[src/rtl/blit2d_engine.sv]
module blit2d_engine #(
  parameter int AW = 20
) (
  input  logic          clk,
  input  logic          rst_n,
  input  logic          reg_we,
  input  logic [4:0]    reg_addr,
  input  logic [31:0]   reg_wdata,
  output logic [31:0]   reg_rdata,
  output logic          busy,
  output logic          mem_req,
  output logic          mem_we,
  output logic [AW-1:0] mem_addr,
  output logic [7:0]    mem_wdata,
  input  logic [7:0]    mem_rdata,
  input  logic          mem_ready
);
  localparam logic [4:0] A_SRC = 5'h00;
  localparam logic [4:0] A_DST = 5'h04;
  localparam logic [4:0] A_DIM = 5'h08;
  localparam logic [4:0] A_CTL = 5'h0C;
  localparam logic [4:0] A_PIT = 5'h10;
  localparam logic [4:0] A_COL = 5'h14;

  typedef enum logic [1:0] {ST_IDLE, ST_RD, ST_WR} state_t;

  state_t      state;
  logic [31:0] src_pt, dst_pt, dims, ctrl, pitch, fg;
  logic [15:0] col, row;
  logic [7:0]  dbuf;
  logic [15:0] sx, sy, dx, dy;
  logic [31:0] src_lin, dst_lin;

  wire [15:0] wid     = dims[31:16];
  wire [15:0] hgt     = dims[15:0];
  wire        back    = ctrl[27];
  wire        is_fill = (ctrl[19:16] == 4'd1);
  wire        xfer    = mem_req && mem_ready;
  wire        last    = (col == wid - 16'd1) && (row == hgt - 16'd1);
  wire        start_ok = reg_we && (reg_addr == A_CTL) && reg_wdata[31] &&
                         (state == ST_IDLE) && (reg_wdata[19:16] <= 4'd1) &&
                         (wid != 16'd0) && (hgt != 16'd0);

  assign sx = back ? src_pt[31:16] - col : src_pt[31:16] + col;
  assign sy = back ? src_pt[15:0]  - row : src_pt[15:0]  + row;
  assign dx = back ? dst_pt[31:16] - col : dst_pt[31:16] + col;
  assign dy = back ? dst_pt[15:0]  - row : dst_pt[15:0]  + row;

  assign src_lin = 32'(sy) * 32'(pitch[15:0])  + 32'(sx);
  assign dst_lin = 32'(dy) * 32'(pitch[31:16]) + 32'(dx);

  assign busy      = (state != ST_IDLE);
  assign mem_req   = busy;
  assign mem_we    = (state == ST_WR);
  assign mem_addr  = (state == ST_RD) ? src_lin[AW-1:0] : dst_lin[AW-1:0];
  assign mem_wdata = is_fill ? fg[7:0] : dbuf;

  always_comb begin
    case (reg_addr)
      A_SRC:   reg_rdata = src_pt;
      A_DST:   reg_rdata = dst_pt;
      A_DIM:   reg_rdata = dims;
      A_CTL:   reg_rdata = {busy, ctrl[30:0]};
      A_PIT:   reg_rdata = pitch;
      A_COL:   reg_rdata = fg;
      default: reg_rdata = 32'd0;
    endcase
  end

  always_ff @(posedge clk or negedge rst_n) begin
    if (!rst_n) begin
      src_pt <= '0;
      dst_pt <= '0;
      dims   <= '0;
      ctrl   <= '0;
      pitch  <= '0;
      fg     <= '0;
    end else if (reg_we && state == ST_IDLE) begin
      case (reg_addr)
        A_SRC: src_pt <= reg_wdata;
        A_DST: dst_pt <= reg_wdata;
        A_DIM: dims   <= reg_wdata;
        A_CTL: ctrl   <= {1'b0, reg_wdata[30:0]};
        A_PIT: pitch  <= reg_wdata;
        A_COL: fg     <= reg_wdata;
        default: ;
      endcase
    end
  end

  always_ff @(posedge clk or negedge rst_n) begin
    if (!rst_n) begin
      state <= ST_IDLE;
      col   <= '0;
      row   <= '0;
      dbuf  <= '0;
    end else begin
      case (state)
        ST_IDLE: if (start_ok) begin
          col   <= '0;
          row   <= '0;
          state <= (reg_wdata[19:16] == 4'd1) ? ST_WR : ST_RD;
        end
        ST_RD: if (xfer) begin
          dbuf  <= mem_rdata;
          state <= ST_WR;
        end
        ST_WR: if (xfer) begin
          if (last) begin
            state <= ST_IDLE;
          end else begin
            if (col == wid - 16'd1) begin
              col <= '0;
              row <= row + 16'd1;
            end else begin
              col <= col + 16'd1;
            end
            state <= is_fill ? ST_WR : ST_RD;
          end
        end
        default: state <= ST_IDLE;
      endcase
    end
  end
endmodule

[config.mk]
export PLATFORM = sky130hd
export DESIGN_NAME = blit2d_engine
export DESIGN_NICKNAME = d
export VERILOG_FILES = /design/src/rtl/blit2d_engine.sv
export SDC_FILE = /design/constraint.sdc
export NUM_CORES = 1
export LEC_CHECK = 0
export CORE_MARGIN = 3
export CORE_UTILIZATION = 40
export CTS_CLUSTER_DIAMETER = 80
export DETAILED_ROUTE_END_ITERATION = 16
export PLACE_DENSITY = 0.6
export SLEW_MARGIN = 20
export SYNTH_ARGS = -nofsm -noshare
export SYNTH_HDL_FRONTEND = slang
export SYNTH_SLANG_ARGS = --single-unit
[constraint.sdc]
create_clock -name clk -period 14.85 [get_ports clk]
set_input_delay 4.455 -clock clk [delete_from_list [all_inputs] [get_ports clk]]
set_output_delay 4.455 -clock clk [all_outputs]
set_load 0.005 [all_outputs]
==> out/qor.csv <==
stage,metric,value,unit
outcome,run_status,finished clean,
route,drt-initial-drc-count,1441,
route,drcViolationCount,0,
worst_hold_path,min_from,dbuf[6],
placement,place_congestion,0.9289,
floorplanning,core,0.06728,mm^2
synthesis,synthFlopType,dfrtp_1,
synthesis,synthTopCellsByArea,"fa_1 (22%), dfrtp_1 (21%), mux2_2 (8.6%)",
global_routing,grt_pass1_vias,22190,
worst_setup_path,r2r_cells,14,
clock_tree,cts.sinks,233,
global_routing,grt_max_degree,93,
worst_hold_path,hold-path-cell-count,1,
global_routing,grt_pass1_wl,128700,um
cells_and_area,utilization,45.27,%
synthesis,syn_nets,3451,
worst_setup_path,critPathLaunchType,flop,
floorplanning,rows,95,
placement,io_buffers,111,
clock_tree,clock_latency,540,ps
synthesis,yosys.area.top_type_share,21.91,%
clock_tree,cts-root-buf,clkbuf_16,
worst_setup_path,rr_endpoint,row[15],
synthesis,async_flop_share,100.0,%
sta,setup_viol,0,
clock_tree,clock_path_buffers,3,
cells_and_area,fin_nets,3518,
floorplanning,start_util,40.46,%
worst_setup_path,cp_max_fo,11,
floorplanning,die-area,0.07122,mm^2
global_routing,grt_use_total,23.24,%
cells_and_area,drive_above_1_share,12.32,%
synthesis,synth_top_family_by_area,adder cells,
worst_hold_path,hold_path.class,reg -> reg,
synthesis,synth_xor_xnor_area_share,7.004,%
global_routing,overflow,0,
sta,period_needed,14480,ps
route,drtPass1Iterations,5,
worst_setup_path,crit_type,reg -> out,
worst_setup_path,slowest_stage,fa_1,
cells_and_area,syn_to_final_growth,11.86,%
floorplanning,fp.dieH,266.9,um
synthesis,synth_edf_count,0,
route,wl_per_cell,21.11,um
global_routing,antenna_found_initial,5,
clock_tree,htreeDepth,1,
worst_setup_path,r2r_start,dims[21],
route,vias,21190,
route,vias_per_cell,5.455,
synthesis,yosys.cell_types.count,80,
cells_and_area,final_common_cell,inv_1,
synthesis,synthCells,2928,
worst_setup_path,crit_path_max_incr_delay,530,ps
sta,period_share,97.51,%
sta,hold_viol_final,0,
flow_run,cap_violations,0,
worst_setup_path,cp-end-kind,output pin,
synthesis,syn_area_per_cell,9.298,um^2
synthesis,synth_area_leader_cell,fa_1,
clock_tree,numCtsBuffers,24,
synthesis,syn_area,0.02722,mm^2
clock_tree,clk_pin_slew,60,ps
synthesis,synth_compound_area_share,8.824,%
sta,fmax,0.06906,GHz
synthesis,synthSimpleGateAreaFrac,14.81,%
synthesis,ys_seq_elements,233,
synthesis,synth_fa_ha_area_share,30.23,%
floorplanning,ios,112,
clock_tree,cts_tree,done,
sta,worst_pin_slew,1003,ps
floorplanning,dieWidth,266.9,um
synthesis,ys_warn_count,0,
synthesis,ys_seq_area_share,21.42,%
synthesis,muxShareOfSynthArea,8.902,%
worst_setup_path,cpMostUsedCell,inv_1,
cells_and_area,stdcell_count,3885,
worst_hold_path,holdPathEnd,dbuf[6],
route,finalWirelength,82030,um
sta,finalMaxSlewViolations,0,
cells_and_area,mostFrequentLayoutCells,"inv_1 (499), fa_1 (297), nand2_1 (250), dfrtp_1 (232), mux2_2 (209)",
worst_setup_path,critPathRequiredTime,10390,ps
worst_setup_path,reg2reg_slack,10080,ps
placement,dp_hpwl,63260,um
worst_setup_path,cp_data_arrival_time,10020,ps
sta,skew,17.34,ps
sta,setup_tns,0,ps
cells_and_area,fillers,6451,
sta,max_slew_margin,32.98,%
placement,dp_cells,3832,
route,drtAntennaViolNets,0,
[per-stage QoR]
step / area [um^2] / setup slack (ps) / hold slack [ps]
6_report: 30450 / 370.3 / 500.6
5_1_grt: 30450 / -15.70 / 511.2
4_1_cts: 30250 / 170.9 / 504.9
3_5_place_dp: 29350 / 281.3 / 489.9
3_3_place_gp: 29350 / 432.6 / 483.7
2_1_floorplan: 27220 / 1242 / 475.4
[logic make-up after synthesis]
logic type	after synthesis
buffers and inverters	634
AOI/OAI and AO/OA	363
and+or+nand+nor	797
DFF	233
adders and majority gates	480
xor gates and xnor gates	205
muxes	216
[synthesized netlist by cell type (7+ instances only)]
library cell / instances
a2111oi_0: 7
a211oi_1: 7
a21boi_0: 12
a21o_1: 11
a21oi_1: 86
a22oi_1: 97
a31oi_1: 9
and2_1: 135
and3_1: 13
buf_1: 21
clkbuf_1: 106
dfrtp_1: 233
fa_1: 298
ha_1: 176
inv_1: 499
mux2_2: 209
mux2i_1: 7
nand2_1: 250
nand2b_1: 40
nand3_1: 60
nand4_1: 16
nor2_1: 112
nor2b_1: 71
nor3_1: 35
nor4_1: 16
o21ai_0: 69
o21bai_1: 8
o31ai_1: 7
or3_1: 13
xnor2_1: 151
xnor3_1: 7
xor2_1: 45
[how the worst max path moves through the flow]
stage / slack (ps) / from / depth (start not counted) / end
final: 370 / row[0] / 38 / mem_addr[19]
after global routing: -20 / row[0] / 38 / mem_addr[19]
after CTS: 170 / row[0] / 38 / mem_addr[19]
after detailed placement: 280 / row[0] / 38 / mem_addr[19]
after global placement: 430 / row[0] / 38 / mem_addr[19]
after floorplan: 1240 / ctrl[27] / 37 / mem_addr[19]
[repair_timing]
| action | in CTS | in global routing |
|---|---|---|
| pin swaps | 3 | 26 |
| resized for setup | 16 | 28 |
| endpoints found under the setup margin | 1 | 2 |
| buffers inserted | 1 | 9 |
| hold buffers | 0 | 0 |
[worst max-delay path: cells and delay by family, from the launching register on]
| kind | cells | cell delay, ps |
|---|---|---|
| compound gates | 11 | 2340 |
| simple gates | 3 | 570 |
| buf+inv | 10 | 990 |
| mux | 2 | 540 |
| flops | 1 | 390 |
| xor+xnor | 3 | 810 |
| fa+ha+maj | 9 | 3830 |
[state kept, by name (all words and copies together), names as in the netlist]
register,count
fg,32
dims,32
ctrl,31
row,16
state,2
pitch,32
dbuf,8
src_pt,32
col,16
dst_pt,32
[metal layers]
layer / global-route usage, % / part of all wire (%) / vias to the layer above
li1: - / - / 9569
met3: 1.890 / 4.9 / 117
met5: 0 / 0 / -
met1: 32.26 / 45 / 10910
met4: 5.365 / 2.5 / 0
met2: 39.67 / 48 / 598
[cell type report]
| type | count | area, um^2 | area share [%] |
|---|---|---|---|
| Clock buffer | 35 | 713.2 | 2.342 |
| Inverter | 499 | 1873 | 6.151 |
| Clock inverter | 7 | 121.4 | 0.3985 |
| Tap cell | 873 | 1092 | 3.587 |
| Multi-Input combinational cell | 2061 | 19220 | 63.10 |
| Antenna cell | 1 | 2.502 | 0.008217 |
| Sequential cell | 233 | 5832 | 19.15 |
| Timing Repair Buffer | 176 | 1603 | 5.263 |
Power is not shown: default switching activity piles up to over one toggle a cycle in this logic, so the estimate is an artifact.
